`config.mk`:
```
export PLATFORM = sky130hd
export DESIGN_NAME = regbus_xcvr
export DESIGN_NICKNAME = d
export VERILOG_FILES = /design/src/rtl/xcvr_pkg.sv /design/src/rtl/xcvr_capreg.sv /design/src/rtl/xcvr_keeper.sv /design/src/rtl/xcvr_linkfsm.sv /design/src/rtl/regbus_xcvr.sv
export SDC_FILE = /design/constraint.sdc
export NUM_CORES = 1
export LEC_CHECK = 0
export BUFFER_PORTS_ARGS = -buffer_cell sky130_fd_sc_hd__buf_2
export CORE_MARGIN = 3
export CORE_UTILIZATION = 54
export CTS_BUF_LIST = sky130_fd_sc_hd__clkbuf_8 sky130_fd_sc_hd__clkbuf_16
export DETAILED_ROUTE_END_ITERATION = 8
export MAX_ROUTING_LAYER = met4
export PLACE_DENSITY = 0.9
export SLEW_MARGIN = 5
export SYNTH_ARGS = -nofsm -noshare
export SYNTH_HDL_FRONTEND = slang
export SYNTH_SLANG_ARGS = --single-unit
```
`constraint.sdc`:
```
create_clock -name clk -period 2 [get_ports clk]
set_input_delay 0.4 -clock clk [delete_from_list [all_inputs] [get_ports clk]]
set_output_delay 0.4 -clock clk [all_outputs]
set_load 0.02 [all_outputs]
```
`src/rtl/xcvr_pkg.sv`:
```
package xcvr_pkg;

    typedef enum logic {
        LINK_OPEN = 1'b0,
        LINK_LOOP = 1'b1
    } link_state_t;

endpackage

```
`src/rtl/xcvr_capreg.sv`:
```
module xcvr_capreg #(
    parameter int W = 8
) (
    input  logic         clk,
    input  logic         rst_n,
    input  logic         cap_clk,
    input  logic [W-1:0] d,
    output logic [W-1:0] q
);

    logic cap_q;

    always_ff @(posedge clk or negedge rst_n) begin
        if (!rst_n) begin
            cap_q <= 1'b0;
            q     <= '0;
        end else begin
            cap_q <= cap_clk;
            if (cap_clk && !cap_q) begin
                q <= d;
            end
        end
    end


    load_on_edge_chk: assert property (@(posedge clk) disable iff (!rst_n)
        (cap_clk && !cap_q) |=> (q == $past(d)));


    no_reload_chk: assert property (@(posedge clk) disable iff (!rst_n)
        (cap_clk && cap_q) |=> $stable(q));

endmodule

```
`src/rtl/xcvr_keeper.sv`:
```
module xcvr_keeper #(
    parameter int W = 8
) (
    input  logic         clk,
    input  logic         rst_n,
    input  logic         drv,
    input  logic [W-1:0] val,
    output logic [W-1:0] keep
);

    always_ff @(posedge clk or negedge rst_n) begin
        if (!rst_n) begin
            keep <= '0;
        end else if (drv) begin
            keep <= val;
        end
    end


    keep_undriven_chk: assert property (@(posedge clk) disable iff (!rst_n)
        !drv |=> $stable(keep));

endmodule

```
`src/rtl/xcvr_linkfsm.sv`:
```
module xcvr_linkfsm
    import xcvr_pkg::*;
(
    input  logic clk,
    input  logic rst_n,
    input  logic loop_cond,
    output logic hold
);

    link_state_t state, state_nx;

    always_comb begin
        state_nx = state;
        unique case (state)
            LINK_OPEN: if (loop_cond)  state_nx = LINK_LOOP;
            LINK_LOOP: if (!loop_cond) state_nx = LINK_OPEN;
            default:                   state_nx = LINK_OPEN;
        endcase
    end

    always_ff @(posedge clk or negedge rst_n) begin
        if (!rst_n) state <= LINK_OPEN;
        else        state <= state_nx;
    end

    always_comb begin
        unique case (state)
            LINK_LOOP: hold = loop_cond;
            default:   hold = 1'b0;
        endcase
    end


    loop_enter_chk: assert property (@(posedge clk) disable iff (!rst_n)
        loop_cond |=> (state == LINK_LOOP));


    loop_exit_chk: assert property (@(posedge clk) disable iff (!rst_n)
        !loop_cond |=> (state == LINK_OPEN));

endmodule

```
`src/rtl/regbus_xcvr.sv`:
```
module regbus_xcvr #(
    parameter int W = 8
) (
    input  logic         clk,
    input  logic         rst_n,
    input  logic         cap_ab,
    input  logic         cap_ba,
    input  logic         src_ab,
    input  logic         src_ba,
    input  logic         drv_b,
    input  logic         drv_a_n,
    input  logic [W-1:0] a_in,
    input  logic         a_ext,
    input  logic [W-1:0] b_in,
    input  logic         b_ext,
    output logic [W-1:0] a_out,
    output logic [W-1:0] a_oe,
    output logic [W-1:0] b_out,
    output logic [W-1:0] b_oe
);

    logic [W-1:0] store_ab, store_ba;
    logic [W-1:0] keep_a, keep_b;
    logic [W-1:0] bus_a, bus_b;
    logic [W-1:0] src_a_val, src_b_val;
    logic [W-1:0] kval_a, kval_b;
    logic         kdrv_a, kdrv_b;
    logic         loop_cond, hold;

    xcvr_capreg #(.W(W)) u_cap_ab (
        .clk(clk), .rst_n(rst_n), .cap_clk(cap_ab), .d(a_in), .q(store_ab)
    );

    xcvr_capreg #(.W(W)) u_cap_ba (
        .clk(clk), .rst_n(rst_n), .cap_clk(cap_ba), .d(b_in), .q(store_ba)
    );

    assign loop_cond = !src_ab && !src_ba && drv_b && !drv_a_n;

    xcvr_linkfsm u_fsm (
        .clk(clk), .rst_n(rst_n), .loop_cond(loop_cond), .hold(hold)
    );

    // Resolved bus values while looped: an outside driver wins, else the keeper.
    always_comb begin
        bus_a = a_ext ? a_in : (b_ext ? ~b_in : keep_a);
        bus_b = b_ext ? b_in : (a_ext ? ~a_in : keep_b);
        src_a_val = hold ? bus_a : a_in;
        src_b_val = hold ? bus_b : b_in;
    end

    always_comb begin
        b_out = ~(src_ab ? store_ab : src_a_val);
        a_out = ~(src_ba ? store_ba : src_b_val);
        b_oe  = {W{drv_b}};
        a_oe  = {W{!drv_a_n}};
    end

    // Keeper update: outside driver, or own drive (looped: the opposite driver).
    always_comb begin
        kdrv_a = a_ext | (hold ? b_ext : !drv_a_n);
        kval_a = a_ext ? a_in : (hold ? ~b_in : a_out);
        kdrv_b = b_ext | (hold ? a_ext : drv_b);
        kval_b = b_ext ? b_in : (hold ? ~a_in : b_out);
    end

    xcvr_keeper #(.W(W)) u_keep_a (
        .clk(clk), .rst_n(rst_n), .drv(kdrv_a), .val(kval_a), .keep(keep_a)
    );

    xcvr_keeper #(.W(W)) u_keep_b (
        .clk(clk), .rst_n(rst_n), .drv(kdrv_b), .val(kval_b), .keep(keep_b)
    );


    loop_drives_both_chk: assert property (@(posedge clk) disable iff (!rst_n)
        hold |-> ((&a_oe) && (&b_oe)));


    loop_holds_chk: assert property (@(posedge clk) disable iff (!rst_n)
        (hold && !a_ext && !b_ext && $past(hold && !a_ext && !b_ext))
            |-> ($stable(a_out) && $stable(b_out)));

endmodule

```
## After elaboration in Yosys (flattened, before gate mapping)

Cells that the tools add are included.

| storage, ports and cells | value |
|---|---|
| input port bits | 26 |
| bits in registers | 35 |
| output and inout port bits | 32 |
| word-level logic and storage cells | 39 |

| cells by class | value |
|---|---|
| reductions and logical operators | 10 |
| bitwise logic cells | 6 |
| muxes and demuxes | 16 |

Operators with widths:

| cell | number |
|---|---|
| 8-bit 2-to-1 mux | 12 |
| 8-bit inverter | 4 |
| 1-bit logical AND | 5 |
| 1-bit zero test | 5 |
| 1-bit 2-to-1 mux | 4 |
| 1-bit OR | 2 |

## Longest topological paths before layout

| depth | value |
|---|---|
| depth after elaboration | 10 |
| mapped depth | 7 |

## By module

A second synthesis with hierarchy kept.

| unflattened totals | value |
|---|---|
| cells, all modules | 228 |
| area total of the unflattened synthesis | 2560.0 um2 |

By module, submodules not included:

| module | cells each | seq. area each (um2) | instances | area each (um2) |
|---|---|---|---|---|
| regbus_xcvr | 154 | 0.0 | 1 | 1124.8 |
| xcvr_capreg | 19 | 225.2 | 2 | 370.4 |
| xcvr_keeper | 17 | 200.2 | 2 | 331.6 |
| xcvr_linkfsm | 2 | 25.0 | 1 | 31.3 |

## Worst setup path before layout

Ideal clock, no wire load.

| timing path | value |
|---|---|
| kind | input port to output port |
| start point | input a_ext |
| end point | output b_out[6] |
| arrival time | 1.638 ns |
| stages | 5 |
| slack | -0.038 ns |
| buffers on the path | 2 |
| cell sequence | buf_6 -> or3b_4 -> buf_6 -> o21a_1 -> o31ai_2 |

| between the ends | value |
|---|---|
| word-level cells in the longest chain between the ends | 4 |

Ends and longest elaborated chain:

| element | RTL line | source |
|---|---|---|
| start, declared | regbus_xcvr.sv:13 | `input logic a_ext,` |
| 8-bit 2-to-1 mux | regbus_xcvr.sv:46 | `bus_a = a_ext ? a_in : (b_ext ? ~b_in : keep_a);` |
| 8-bit 2-to-1 mux | regbus_xcvr.sv:48 | `src_a_val = hold ? bus_a : a_in;` |
| 8-bit 2-to-1 mux | regbus_xcvr.sv:53 | `b_out = ~(src_ab ? store_ab : src_a_val);` |
| 8-bit inverter | regbus_xcvr.sv:53 |  |
| end, declared | regbus_xcvr.sv:18 | `output logic [W-1:0] b_out,` |

No other way between the ends.

## Final worst setup path

| timing path | value |
|---|---|
| start point | input src_ba |
| end point | output a_out[0] |

| between the ends | value |
|---|---|
| word-level cells in the longest chain between the ends | 8 |

Ends and longest elaborated chain:

| element | RTL line | source |
|---|---|---|
| start, declared | regbus_xcvr.sv:9 | `input logic src_ba,` |
| 1-bit zero test | regbus_xcvr.sv:38 | `assign loop_cond = !src_ab && !src_ba && drv_b && !drv_a_n;` |
| 1-bit logical AND (3 in a row) | regbus_xcvr.sv:38 |  |
| 1-bit 2-to-1 mux | xcvr_linkfsm.sv:27 | `unique case (state)` |
| 8-bit 2-to-1 mux | regbus_xcvr.sv:49 | `src_b_val = hold ? bus_b : b_in;` |
| 8-bit 2-to-1 mux * | regbus_xcvr.sv:54 | `a_out = ~(src_ba ? store_ba : src_b_val);` |
| 8-bit inverter * | regbus_xcvr.sv:54 |  |
| end, declared | regbus_xcvr.sv:16 | `output logic [W-1:0] a_out,` |

Mark *: on every way between the ends. The rest lies on a longest branch, timed or not.

==> flow_summary_export.csv <==
group,metric,value,unit
flow_run,max-cap-violations,0,
route,routed_wl,7250,microns
floorplan,start_util,0.578,
critical_path,r2r_slack,70,ps
clock_tree,numClockSinks,35,
route,drt_iter0_drc,297,
pwr,p_comb_frac,0.302,
synth,synth_top_area_frac,0.368,
global_routing,first_global_vias,2506,
critical_path,worstPathRequired,1600,ps
synth,synth-edff-count,0,
timing,hold_viol_final,0,
critical_path,crit_type,"in -> out",
floorplan,die_height,72.4,microns
synth,synthDistinctLibCells,34,
timing,fin_crit_sh,1.07,
synth,synth.yosys.seq_area_share,0.368,
synth,yosysWarnings,0,
clock_tree,insertion_delay,290,ps
synth,yosys.area.top_type,"dfrtp_1",
global_routing,grt_pass1_wl,11700,microns
pwr,p_switching,642,uW
critical_path,worstPathArrival,1740,ps
placed_design,preCtsSetupSlack,-254,ps
pwr,power_leakage,0.00140,uW
route,drt_pass1_iterations,4,
route,drc,0,
clock_tree,hold_buffers,0,
critical_path,startpoint,"src_ba",
placed_design,gp_congestion,0.928,
timing,slew_violations,0,
synth,synthFlopType,"dfrtp_1",
cells_and_area,final_area,3220,sq um
route,wl_per_cell,18.3,microns
pwr,max-vdd-ir-drop,375,uV
critical_path,worstReg2RegStart,"u_fsm.state",
synth,synthCells,277,
route,vias_per_cell,6.33,
global_routing,grt_util_all_layers,0.293,
timing,max_slew_margin,0.556,
placed_design,portBuffers,57,
global_routing,grt-ovfl-total,0,
pwr,clock_power_share,0.269,
critical_path,endpoint_kind,"output pin",
floorplan,die_w,72.4,microns
timing,worst_slew_pin_slew,664,ps
clock_tree,cts_buffer_depth,2,
clock_tree,cts_max_level,2,
global_routing,grt_antenna_before_repair,0,
cells_and_area,layout-drive-gt1-share,0.432,
synth,synth_nets,303,
synth,synth_area_leaders,"dfrtp_1 37%, a21oi_1 5.0%, nor2_1 5.0%",
floorplan,rows,23,
cells_and_area,final_nets,373,
timing,fin_tns_setup,-1770,ps
clock_tree,cts_tree,"yes",
clock_tree,cts_buffers,5,
min_path,hold_path_class,"in -> async",
placed_design,dpl.cell_count,380,
cells_and_area,fill_cells,263,
timing,skew,6.26,ps
run_status,outcome,"complete, but fails checks",
synth,async_reset_ff_frac,1.00,
synth,ys_ff_latch,35,
floorplan,pin_count,58,
pwr,intPower,1320,uW
critical_path,critPathMaxFanout,8,
placed_design,dp_hpwl,4830,microns
pwr,p_sw_frac,0.327,
floorplan,die_area,5240,sq um
cells_and_area,diodes,0,
synth,synth_area,2380,sq um
global_routing,grt_max_degree,36,
cells_and_area,area_growth,35.3,%
clock_tree,path_clk_slew,70,ps
route,antenna_left,0,
timing,rsz0062_at_grt,"yes",
cells_and_area,layout_commonest_cell,"buf_4",
run_status,violations,"setup timing",
critical_path,critPathLaunchType,"input port",
placed_design,dpl-instance-area,2790,sq um
cells_and_area,layout_common_cells,"48 x buf_4, 40 x buf_2, 35 x dfrtp_1",
timing,setup_viol,16,
floorplan,core,4120,sq um
synth,synth_area_per_cell,8.59,sq um
clock_tree,cts-root-buf,"clkbuf_8",
pwr,powerDensity,610,nW/um^2
timing,fin_ws,-136,ps
cells_and_area,fin_cells,397,
pwr,power_frac_seq,0.430,
timing,max_freq,468,MHz
route,vias,2512,
timing,fin_crit,2140,ps
-- path summary, 6_finish.rpt --
path                                    end  cells after the start
min reg2reg                   u_cap_ab.q[4]                      2
min in group clk             u_cap_ab.cap_q                      1
max in group asynchronous     u_cap_ab.q[0]                      2
max                                a_out[0]                      8
min                        u_keep_a.keep[5]                      2
max reg2reg                u_keep_a.keep[6]                      6
-- sequential cells by signal, indices dropped and copies added (netlist names) --
name and flops:
u_cap_ab.cap_q 1, u_cap_ab.q 8, u_cap_ba.cap_q 1, u_cap_ba.q 8, u_fsm.state 1, u_keep_a.keep 8
u_keep_b.keep 8
-- layer usage --
| layer | global-route usage | wire length [microns] | vias to the layer above | part of all wire |
|---|---|---|---|---|
| met5 | - | 0 | - | 0 |
| met4 | 0.127 | 275 | 0 | 0.038 |
| met3 | 0.0429 | 566 | 34 | 0.078 |
| met2 | 0.496 | 3590 | 140 | 0.49 |
| met1 | 0.345 | 2820 | 1206 | 0.39 |
| li1 | - | - | 1132 | - |
-- area by class of cell --
class | count | area (sq um) | share of cell area
Inverter | 10 | 37.5 | 0.0117
Multi-Input combinational cell | 197 | 1440 | 0.448
Timing Repair Buffer | 98 | 714 | 0.222
Clock inverter | 1 | 5.00 | 0.00156
Clock buffer | 6 | 82.6 | 0.0257
Sequential cell | 35 | 876 | 0.272
Tap cell | 50 | 62.6 | 0.0194
-- power by group through the flow --
stage	clock network (uW)	logic, uW	registers (uW)
floorplan	0	344	841
global placement	0	502	850
detailed placement	0	514	855
CTS	530	579	843
global route	563	639	853
finish	528	592	843
-- cells in the mapped netlist (2+ instances only) --
cell      count
buf_4        15
a21oi_1      24
o21ai_0      10
nand2_1      24
nor4_1        8
inv_1        10
buf_6         2
dfrtp_1      35
buf_2         7
clkbuf_1     10
a41oi_1       7
or3_1         7
buf_1         2
mux2_2        9
nor2_1       32
nand2b_1     10
a211oi_1     15
o211ai_1      8
a31oi_1       7
and2_1        8
mux2i_1       7
o31ai_2       8
-- stage by stage --
stage	power (uW)	hold slack [ps]	utilization
floorplan	1180	104	-
global placement	1350	454	0.677
detailed placement	1370	465	0.677
CTS	1950	158	0.775
global route	2060	181	0.782
finish	1960	138	0.782
-- cells by family (layout without fill, tap and decap cells) --
family | after synthesis | after routing | share of synthesized area
multiplexers | 16 | 16 | 0.0721
buffers and inverters | 46 | 115 | 0.106
AO/OA/AOI/OAI | 83 | 83 | 0.246
AND/OR/NAND/NOR | 97 | 98 | 0.208
flip-flops | 35 | 35 | 0.368
-- what timing repair did --
| action | CTS | global route |
|---|---|---|
| setup endpoints to repair | 16 | 16 |
| cloned | 2 | 0 |
| pin swaps | 23 | 6 |
| setup buffers | 10 | 1 |
| resized for setup | 51 | 7 |
-- worst max-delay path, stage by stage --
cell and delay (ps):
buf_8 100, nor4b_4 290, and3b_2 320, buf_12 160, nor2_4 50, a211oi_2 170
a21oi_1 60, buf_4 170
(Power assumes the default switching activity.)
